==> src/rtl/mlc_adj_pkg.sv <==
package mlc_adj_pkg;
    typedef enum logic [2:0] {
        S_IDLE,
        S_SUM,
        S_ADJUST,
        S_MSB_CHK,
        S_LSB_CHK,
        S_DONE
    } adj_state_e;

    localparam logic [1:0] STEP_LONG = 2'd0;
    localparam logic [1:0] STEP_MSB  = 2'd1;
    localparam logic [1:0] STEP_LSB  = 2'd2;
endpackage

==> src/rtl/mlc_cell_shift.sv <==
module mlc_cell_shift #(
    parameter int CELLS = 16
) (
    input  logic [CELLS-1:0] up_i,
    input  logic [CELLS-1:0] lo_i,
    input  logic [CELLS-1:0] flag_i,
    output logic [CELLS-1:0] up_o,
    output logic [CELLS-1:0] lo_o
);
    for (genvar c = 0; c < CELLS; c++) begin : g_cell
        always_comb begin
            up_o[c] = up_i[c];
            lo_o[c] = lo_i[c];
            if (flag_i[c]) begin
                unique case ({up_i[c], lo_i[c]})
                    2'b11:   {up_o[c], lo_o[c]} = 2'b10;
                    2'b10:   {up_o[c], lo_o[c]} = 2'b11;
                    2'b00:   {up_o[c], lo_o[c]} = 2'b10;
                    default: {up_o[c], lo_o[c]} = 2'b00;
                endcase
            end
        end
    end
endmodule

==> src/rtl/mlc_pair_encode.sv <==
module mlc_pair_encode #(
    parameter int CELLS   = 16,
    parameter int CELL_R1 = 4,
    parameter int CELL_R2 = 8
) (
    input  logic [CELLS-1:0]   up_i,
    input  logic [CELLS-1:0]   lo_i,
    input  logic [CELL_R1-1:0] short_i,
    input  logic [CELL_R2-1:0] long_i,
    output logic [CELLS-1:0]   sum_o,
    output logic [CELL_R1-1:0] chk_o
);
    always_comb begin
        sum_o = up_i ^ lo_i;
        chk_o = short_i ^ long_i[CELL_R1-1:0];
    end
endmodule

==> src/rtl/mlc_adj_seq.sv <==
module mlc_adj_seq
    import mlc_adj_pkg::*;
(
    input  logic       clk,
    input  logic       rst_n,
    input  logic       start,
    input  logic       dec_done,
    output logic       busy,
    output logic       done,
    output logic       dec_req,
    output logic [1:0] dec_step,
    output logic       ld_in,
    output logic       ld_err,
    output logic       ld_adj,
    output logic       ld_msb,
    output logic       ld_lsb
);
    adj_state_e state_q, state_d;

    always_ff @(posedge clk) begin
        if (!rst_n) state_q <= S_IDLE;
        else        state_q <= state_d;
    end

    always_comb begin
        state_d = state_q;
        unique case (state_q)
            S_IDLE:    if (start)    state_d = S_SUM;
            S_SUM:     if (dec_done) state_d = S_ADJUST;
            S_ADJUST:                state_d = S_MSB_CHK;
            S_MSB_CHK: if (dec_done) state_d = S_LSB_CHK;
            S_LSB_CHK: if (dec_done) state_d = S_DONE;
            S_DONE:                  state_d = S_IDLE;
            default:                 state_d = S_IDLE;
        endcase
    end

    always_comb begin
        busy     = 1'b1;
        done     = 1'b0;
        dec_req  = 1'b0;
        dec_step = STEP_LONG;
        ld_in    = 1'b0;
        ld_err   = 1'b0;
        ld_adj   = 1'b0;
        ld_msb   = 1'b0;
        ld_lsb   = 1'b0;
        unique case (state_q)
            S_IDLE: begin
                busy  = 1'b0;
                ld_in = start;
            end
            S_SUM: begin
                dec_req = 1'b1;
                ld_err  = dec_done;
            end
            S_ADJUST: ld_adj = 1'b1;
            S_MSB_CHK: begin
                dec_req  = 1'b1;
                dec_step = STEP_MSB;
                ld_msb   = dec_done;
            end
            S_LSB_CHK: begin
                dec_req  = 1'b1;
                dec_step = STEP_LSB;
                ld_lsb   = dec_done;
            end
            S_DONE: done = 1'b1;
            default: busy = 1'b0;
        endcase
    end
endmodule

==> src/rtl/mlc_pair_adjuster.sv <==
module mlc_pair_adjuster
    import mlc_adj_pkg::*;
#(
    parameter int CELLS   = 16,
    parameter int CELL_R1 = 4,
    parameter int CELL_R2 = 8
) (
    input  logic               clk,
    input  logic               rst_n,
    input  logic               start,
    input  logic [CELLS-1:0]   msb_in,
    input  logic [CELLS-1:0]   lsb_in,
    input  logic [CELL_R1-1:0] short_par_in,
    input  logic [CELL_R2-1:0] long_par_in,
    output logic [CELLS-1:0]   sum_page,
    output logic [CELL_R1-1:0] lsb_chk,
    output logic               busy,
    output logic               done,
    output logic               dec_req,
    output logic [1:0]         dec_step,
    output logic [CELLS-1:0]   dec_word,
    output logic [CELL_R2-1:0] dec_par,
    input  logic               dec_done,
    input  logic [CELLS-1:0]   dec_mask,
    output logic [CELLS-1:0]   msb_out,
    output logic [CELLS-1:0]   lsb_out
);
    localparam int PAD = CELL_R2 - CELL_R1;

    logic [CELLS-1:0]   up_q, lo_q, err_q, up_adj, lo_adj, sum_q;
    logic [CELL_R1-1:0] sp_q, chk_q;
    logic [CELL_R2-1:0] lp_q;
    logic ld_in, ld_err, ld_adj, ld_msb, ld_lsb;

    mlc_adj_seq u_seq (
        .clk(clk), .rst_n(rst_n), .start(start), .dec_done(dec_done),
        .busy(busy), .done(done), .dec_req(dec_req), .dec_step(dec_step),
        .ld_in(ld_in), .ld_err(ld_err), .ld_adj(ld_adj),
        .ld_msb(ld_msb), .ld_lsb(ld_lsb)
    );

    // Write-side encoding from the live inputs
    mlc_pair_encode #(.CELLS(CELLS), .CELL_R1(CELL_R1), .CELL_R2(CELL_R2)) u_enc_in (
        .up_i(msb_in), .lo_i(lsb_in), .short_i(short_par_in), .long_i(long_par_in),
        .sum_o(sum_page), .chk_o(lsb_chk)
    );

    // Same combination over the captured pages, feeding the decoders
    mlc_pair_encode #(.CELLS(CELLS), .CELL_R1(CELL_R1), .CELL_R2(CELL_R2)) u_enc_q (
        .up_i(up_q), .lo_i(lo_q), .short_i(sp_q), .long_i(lp_q),
        .sum_o(sum_q), .chk_o(chk_q)
    );

    mlc_cell_shift #(.CELLS(CELLS)) u_shift (
        .up_i(up_q), .lo_i(lo_q), .flag_i(err_q),
        .up_o(up_adj), .lo_o(lo_adj)
    );

    always_ff @(posedge clk) begin
        if (!rst_n) begin
            up_q  <= '0;
            lo_q  <= '0;
            err_q <= '0;
            sp_q  <= '0;
            lp_q  <= '0;
        end else begin
            if (ld_in) begin
                up_q <= msb_in;
                lo_q <= lsb_in;
                sp_q <= short_par_in;
                lp_q <= long_par_in;
            end
            if (ld_err) err_q <= dec_mask;
            if (ld_adj) begin
                up_q <= up_adj;
                lo_q <= lo_adj;
            end
            if (ld_msb) up_q <= up_q ^ dec_mask;
            if (ld_lsb) lo_q <= lo_q ^ dec_mask;
        end
    end

    always_comb begin
        unique case (dec_step)
            STEP_MSB: begin
                dec_word = up_q;
                dec_par  = {{PAD{1'b0}}, sp_q};
            end
            STEP_LSB: begin
                dec_word = lo_q;
                dec_par  = {{PAD{1'b0}}, chk_q};
            end
            default: begin
                dec_word = sum_q;
                dec_par  = lp_q;
            end
        endcase
    end

    assign msb_out = up_q;
    assign lsb_out = lo_q;
endmodule

==> config.mk <==
export PLATFORM = sky130hd
export DESIGN_NAME = mlc_pair_adjuster
export DESIGN_NICKNAME = d
export VERILOG_FILES = /design/src/rtl/mlc_adj_pkg.sv /design/src/rtl/mlc_cell_shift.sv /design/src/rtl/mlc_pair_encode.sv /design/src/rtl/mlc_adj_seq.sv /design/src/rtl/mlc_pair_adjuster.sv
export SDC_FILE = /design/constraint.sdc
export NUM_CORES = 1
export LEC_CHECK = 0
export CAP_MARGIN = 10
export CORE_UTILIZATION = 23
export CTS_CLUSTER_SIZE = 40
export DETAILED_ROUTE_END_ITERATION = 8
export DONT_BUFFER_PORTS = 1
export RECOVER_POWER = 50
export SYNTH_ARGS = -nofsm -noshare
export SYNTH_HDL_FRONTEND = slang
export SYNTH_SLANG_ARGS = --single-unit
==> constraint.sdc <==
create_clock -name clk -period 3.5 [get_ports clk]
set_clock_uncertainty 0.2 [all_clocks]
set_input_delay 0.175 -clock clk [delete_from_list [all_inputs] [get_ports clk]]
set_output_delay 0.175 -clock clk [all_outputs]
set_load 0.01 [all_outputs]
After elaboration in Yosys (flattened, before gate mapping)
Index checks and enable logic that the tools add are counted.
{ "word_totals": {"output_inout_bits": 81, "register_bits": 63, "elab_cells": 273} }
{ "classes": {"n_bitwise": 6, "eq_ne": 75, "n_reduce_logical": 70, "mux": 86} }
{ "ops": {"columns": ["op", "count"], "rows": [
  ["$mux W16", 6],
  ["$ne A3 B2 Y1 const B", 32],
  ["$mux W1", 72],
  ["$eq A2 B2 Y1 const B", 33],
  ["$reduce_and A2 Y1", 32],
  ["$xor A16 B16 Y16", 4],
  ["$reduce_or A3 Y1", 17],
  ["$logic_not A2 Y1", 16],
  ["$pmux W16 S2", 1],
  ["$pmux W8 S2", 1],
  ["$pmux W3 S5", 1],
  ["$mux W3", 4],
  ["$ne A2 B2 Y1 const B", 4],
  ["$xor A4 B4 Y4", 2],
  ["$eq A3 B2 Y1 const B", 2],
  ["$eq A3 B3 Y1 const B", 2],
  ["$reduce_bool A3 Y1", 2],
  ["$reduce_or A5 Y1", 1],
  ["$pmux W2 S2", 1],
  ["$reduce_and A4 Y1", 1],
  ["$eq A3 B1 Y1 const B", 1],
  ["$logic_not A3 Y1", 1],
  ["$eq A2 B1 Y1 const B", 1]
]} }

Depth between registers and ports, before layout
{ "logic_depth": {"ltp_word": 6, "mapped_depth": 8} }

Modules after synthesis
Synthesis repeated with hierarchy kept, for this count alone.
{ "hier_totals": {"hier_cells": 525, "hier_area_um2": 4405.5} }
{ "by_module_without_submodules": {"columns": ["mod", "instances", "seq_area_each_um2", "area_per_inst_um2", "cells_per_inst"], "rows": [
  ["mlc_pair_adjuster", 1, 1201.2, 3453.3, 395],
  ["mlc_cell_shift", 1, 0.0, 380.4, 64],
  ["mlc_pair_encode", 2, 0.0, 175.2, 20],
  ["mlc_adj_seq", 1, 60.1, 221.5, 26]
]} }

Worst setup path before layout
Ideal clock, no wire load.
{ "synth_path": {"path_kind": "reg2out", "start": "register u_seq.state_q[2]", "end": "output port dec_par[0]", "stages_incl_launch_ff": 7, "arrival_time_ns": 1.441, "required_time_ns": 3.125, "path_buffers": 2, "setup_slack_ns": 1.684, "cell_sequence": "dfxtp_1 buf_4 nor3b_4 nand2b_1 buf_4 a21oi_1 a311oi_1"} }
{ "synth_via": {"elab_chain_cells": 4} }
{ "synth_rtl": {"columns": ["item", "line", "source"], "rows": [
  ["start, declared", "mlc_adj_seq.sv:18", "adj_state_e state_q, state_d;"],
  ["start signal, assigned", "mlc_adj_seq.sv:22", "else state_q <= state_d;"],
  ["$eq A3 B3 Y1 / $eq A3 B2 Y1 (equally long branches)", "mlc_adj_seq.sv:48", "unique case (state_q)"],
  ["$pmux W2 S2 *", "mlc_adj_seq.sv:48", null],
  ["$eq A2 B2 Y1 / $eq A2 B1 Y1 (equally long branches)", "mlc_pair_adjuster.sv:84", "unique case (dec_step)"],
  ["$pmux W8 S2 *", "mlc_pair_adjuster.sv:84", null],
  ["end, declared", "mlc_pair_adjuster.sv:22", "output logic [CELL_R2-1:0] dec_par,"]
]} }
Mark *: on every way between the ends. The rest lies on a longest branch, timed or not.

Final worst setup path
{ "layout_path": {"start": "register u_seq.state_q[2]", "end": "register sp_q[2]"} }
{ "layout_via": {"elab_chain_cells": 2} }
{ "layout_rtl": {"columns": ["item", "line", "source"], "rows": [
  ["$logic_not A3 Y1", "mlc_adj_seq.sv:48", null],
  ["$mux W1", "mlc_adj_seq.sv:48", null],
  ["end signal, assigned", "mlc_pair_adjuster.sv:70", "sp_q <= short_par_in;"],
  ["end, declared", "mlc_pair_adjuster.sv:31", "logic [CELL_R1-1:0] sp_q, chk_q;"]
]} }
No other way between the ends.
A chain may end at the register's enable or synchronous reset.

==> tab_implementation.tex <==
\begin{tabular}{lr}
\hline
Metric & Value \\
\hline
\multicolumn{2}{l}{\textbf{Status}} \\
Result of the run & complete, but fails checks \\
Violations in the final reports & negative hold slack \\
\multicolumn{2}{l}{\textbf{Synth}} \\
Number of cells produced by synthesis & 618 \\
Post-synthesis cell area & 4740 µm² \\
Basic-gate share of the synthesized area counting and, or, nand and nor cells & 24.4\% \\
Xor-xnor portion of the synthesized cell area & 3.88\% \\
Synth Area in Adders & 8.45\% \\
Number of different library cells in the post-synthesis netlist & 38 \\
Combinational family with the most area after synthesis & compound AO/OA/AOI/OAI gates \\
Multiplexer area fraction after synthesis & 0\% \\
Post-synthesis compound-gate area fraction & 27.4\% \\
Synthesized net count & 714 \\
Share of synthesized area occupied by flip-flops and latches & 26.6\% \\
Flip-flop and latch count after synthesis & 63 \\
Mean Syn Cell Area & 7.66 µm² \\
Synth warnings & 0 \\
\multicolumn{2}{l}{\textbf{Routing}} \\
Initial DRC count & 321 \\
\# DRC & 0 \\
Number of vias per cell & 5.09 \\
Detailed-routing iteration count for the pre-antenna-repair pass & 5 \\
Total number of vias & 4,748 \\
Average routed wire per standard cell & 18.4 µm \\
Count of nets left with antenna violations after detail routing & 0 \\
Detailed-route wire length & 17,200 µm \\
\multicolumn{2}{l}{\textbf{Global routing}} \\
Pin count of the biggest net entering global routing & 55 \\
Vias in the first global route & 4,530 \\
GR Layer Usage met3 & 5.17\% \\
Initial antenna violation count & 1 \\
Overall fraction of global-route tracks in use & 16.1\% \\
Met1 track utilization from global routing & 19.8\% \\
Most utilized layer in the global route result & met2 \\
First-pass GRT wire length & 26,500 µm \\
Grt met2 use & 27.0\% \\
Remaining global-route overflow & 0 \\
\multicolumn{2}{l}{\textbf{Hold path}} \\
Number of cells on the worst hold path & 2 \\
Hold Path End & err\_q[3]\$\_SDFFE\_PN0P\_ \\
Worst Hold Class & primary input to flop \\
Hold Startpoint & rst\_n \\
\multicolumn{2}{l}{\textbf{Setup path}} \\
Reg2reg end & sp\_q[2]\$\_SDFFE\_PN0P\_ \\
Worst Path Required & 3.58 ns \\
Cell depth of the worst flop-to-flop path & 7 \\
CP Capture Type & flop \\
Sort of element at the start of the critical path & flop \\
Critical path fanouts, max & 19 \\
CP Data Arrival Time & 2.99 ns \\
Critical Setup Path Class & flop to flop \\
R2R Path Start & u\_seq.state\_q[2]\$\_SDFFE\_PN0P\_ \\
R2r setup slk & 0.59 ns \\
\multicolumn{2}{l}{\textbf{Floorplanning}} \\
I/O pin count & 145 \\
Effective utilization at floorplan & 23.4\% \\
Width of the chip & 145 µm \\
Die area & 21,200 µm² \\
Y dimension of the die & 145 µm \\
Number of rows created at floorplan & 52 \\
Placeable core region & 20,200 µm² \\
\multicolumn{2}{l}{\textbf{Cells and area}} \\
Antenna diode count & 0 \\
Final Net Count & 754 \\
Post-route cell area & 5870 µm² \\
Layout Cells excl Fill & 933 \\
Fraction of layout cells with a size suffix above 1 & 7.84\% \\
Area delta synth->final & 24.0\% \\
\multicolumn{2}{l}{\textbf{Clock tree}} \\
Worst-case clock buffer depth & 2 \\
Insertion delay of the later-clocked pin in the worst-skew pair & 0.34 ns \\
Clock tree root buffer cell & clkbuf\_16 \\
Inserted Clock Buffers & 9 \\
Setup Fix Bufs, Post-CTS & 0 \\
Count of cells resized by post-cts repair & 0 \\
\# H-tree levels & 3 \\
Number of hold buffers added after CTS & 49 \\
Clock-pin slew of the registers on the worst-case setup and hold paths & 0.06 ns \\
TritonCTS clock tree & yes \\
Clk sink count & 63 \\
\multicolumn{2}{l}{\textbf{Placement}} \\
Port Buffer Count & 0 \\
DP HPWL & 11,300 µm \\
Last weighted congestion value of the routability-driven placer & 0.770 \\
Number of cells in the design after placement & 868 \\
Placed cell area & 5040 µm² \\
\multicolumn{2}{l}{\textbf{Timing}} \\
Final setup TNS & 0 ns \\
Rel. slew slack & 30.4\% \\
Worst hold-check slack & -0.000991 ns \\
Final Hold Vio Count & 2 \\
Finish-stage setup viols & 0 \\
Portion of the clock cycle consumed by the worst path in the final layout & 83.1\% \\
Post-route minimum period & 2.91 ns \\
Upper clock frequency limit & 0.344 GHz \\
Slew at the pin closest to its max-slew limit & 1.04 ns \\
Final max-slew violation count & 0 \\
RSZ-0062 raised after global routing & no \\
\multicolumn{2}{l}{\textbf{Flow run}} \\
Number of max-cap violations & 0 \\
\multicolumn{2}{l}{\textbf{Pwr}} \\
Leakage power & 2.26 nW \\
Power density relative to cell area & 426 nW/µm² \\
Peak VDD IR & 0.253 mV \\
\hline
\end{tabular}
## stage by stage
step	hold slack, ns	utilization, %	worst slack, ns	power, mW
after floorplan	0.110	-	1.68	1.27
after global placement	0.114	24.9	0.977	1.44
after detailed placement	0.113	24.9	0.907	1.44
after CTS	0.000856	29.0	0.695	2.53
after global routing	0.00750	29.0	0.324	2.63
final	-0.000991	29.0	0.590	2.50
## final cells by class
class	count	area, µm²
fillers	2161	14400
multi-input cells	458	3040
flip-flops and latches	63	1260
repair buffers	75	706
well taps	270	338
clock buffers	11	253
inverters	51	191
clock inverters	5	80.1
## cells in the mapped netlist
| cell type | count | area [µm²] |
|---|---|---|
| xnor2_1 | 1 | 8.76 |
| nand2b_1 | 6 | 37.5 |
| buf_2 | 12 | 60.1 |
| o21ai_0 | 18 | 90.1 |
| a21boi_0 | 20 | 150 |
| a21boi_1 | 24 | 180 |
| nor2b_4 | 1 | 13.8 |
| a22o_1 | 16 | 140 |
| or2_2 | 1 | 6.26 |
| buf_6 | 4 | 45.0 |
| clkbuf_2 | 2 | 10.0 |
| a21oi_1 | 23 | 115 |
| ha_1 | 32 | 400 |
| a211oi_4 | 1 | 20.0 |
| buf_4 | 7 | 52.6 |
| and3_1 | 17 | 106 |
| inv_2 | 1 | 3.75 |
| nand2_1 | 109 | 409 |
| nand3b_1 | 1 | 7.51 |
| a311oi_1 | 2 | 17.5 |
| and2_1 | 21 | 131 |
| xor2_1 | 20 | 175 |
| a221oi_1 | 1 | 8.76 |
| and4bb_2 | 1 | 12.5 |
| o221ai_1 | 32 | 280 |
| and4b_1 | 1 | 10.0 |
| nor3_1 | 1 | 5.00 |
| dfxtp_1 | 63 | 1260 |
| or3_1 | 16 | 100 |
| a32o_1 | 16 | 160 |
| nand3_1 | 50 | 250 |
| clkbuf_1 | 21 | 78.8 |
| o21a_1 | 1 | 7.51 |
| a22oi_1 | 16 | 120 |
| inv_1 | 50 | 188 |
| nor2_1 | 7 | 26.3 |
| nor3b_4 | 2 | 37.5 |
| a21oi_2 | 1 | 8.76 |
## sequential cells by signal (all words and copies together), names as in the netlist
signal and flops:
u_seq.state_q 3, sp_q 4, lp_q 8, lsb_out 16, msb_out 16, err_q 16
## cell families after synthesis
group	after synthesis
simple gates	234
compound gates	171
buf+inv	97
xor+xnor	21
fa+ha+maj	32
flops	63
## per-layer routing
metal	share of wire, %	vias up
li1	-	2273
met1	42	2258
met2	48	197
met3	8.7	18
met4	1.6	2
met5	0.076	-
## critical path: stages, from the launching register on
cell	delay (ns)
dfxtp_1	0.51
buf_4	0.32
nor2_2	0.13
buf_4	0.26
and2_0	0.57
nand2_1	0.10
a21boi_0	0.18
dlygate4sd3_1	0.57
## where the power goes
| group | internal (mW) | switching, mW | total, mW | leakage, nW |
|---|---|---|---|---|
| clock network | 0.661 | 0.350 | 1.01 | 0.158 |
| registers | 0.780 | 0.107 | 0.887 | 0.516 |
| logic | 0.261 | 0.341 | 0.602 | 1.58 |
## cell usage in the layout, fill, tap and decap left out, types with 2 or more instances in the layout
cell and n:
nand2_1 109, dfxtp_1 63, inv_1 51, nand3_1 50, dlygate4sd3_1 48, o221ai_1 32
ha_1 32, a21boi_0 25, buf_4 24, a21oi_1 23, xor2_1 20, and2_1 20
a21boi_1 19, o21ai_0 18, and3_1 17, or3_1 16, a32o_1 16, a22oi_1 16
a22o_1 16, clkbuf_16 9, nand2b_1 6, nor2_1 5, nor3b_4 2, a311oi_1 2
nor2_2 2, clkinvlp_4 2, clkbuf_8 2, bufinv_16 2, buf_12 2
## worst max-delay path by stage
| stage | cells after the start | slack, ns | from | end |
|---|---|---|---|---|
| after global placement | 5 | 0.98 | u_seq.state_q[0]$_SDFFE_PN0P_ | msb_out[5]$_SDFFE_PN0P_ |
| final | 7 | 0.59 | u_seq.state_q[2]$_SDFFE_PN0P_ | sp_q[2]$_SDFFE_PN0P_ |
| after global routing | 5 | 0.32 | u_seq.state_q[1]$_SDFFE_PN0P_ | sp_q[2]$_SDFFE_PN0P_ |
| after CTS | 5 | 0.70 | u_seq.state_q[0]$_SDFFE_PN0P_ | err_q[11]$_SDFFE_PN0P_ |
| after floorplan | 6 | 1.68 | u_seq.state_q[2]$_SDFFE_PN0P_ | dec_par[0] |
| after detailed placement | 5 | 0.91 | u_seq.state_q[0]$_SDFFE_PN0P_ | msb_out[4]$_SDFFE_PN0P_ |
Note: power is estimated with default switching activity, not from simulation.
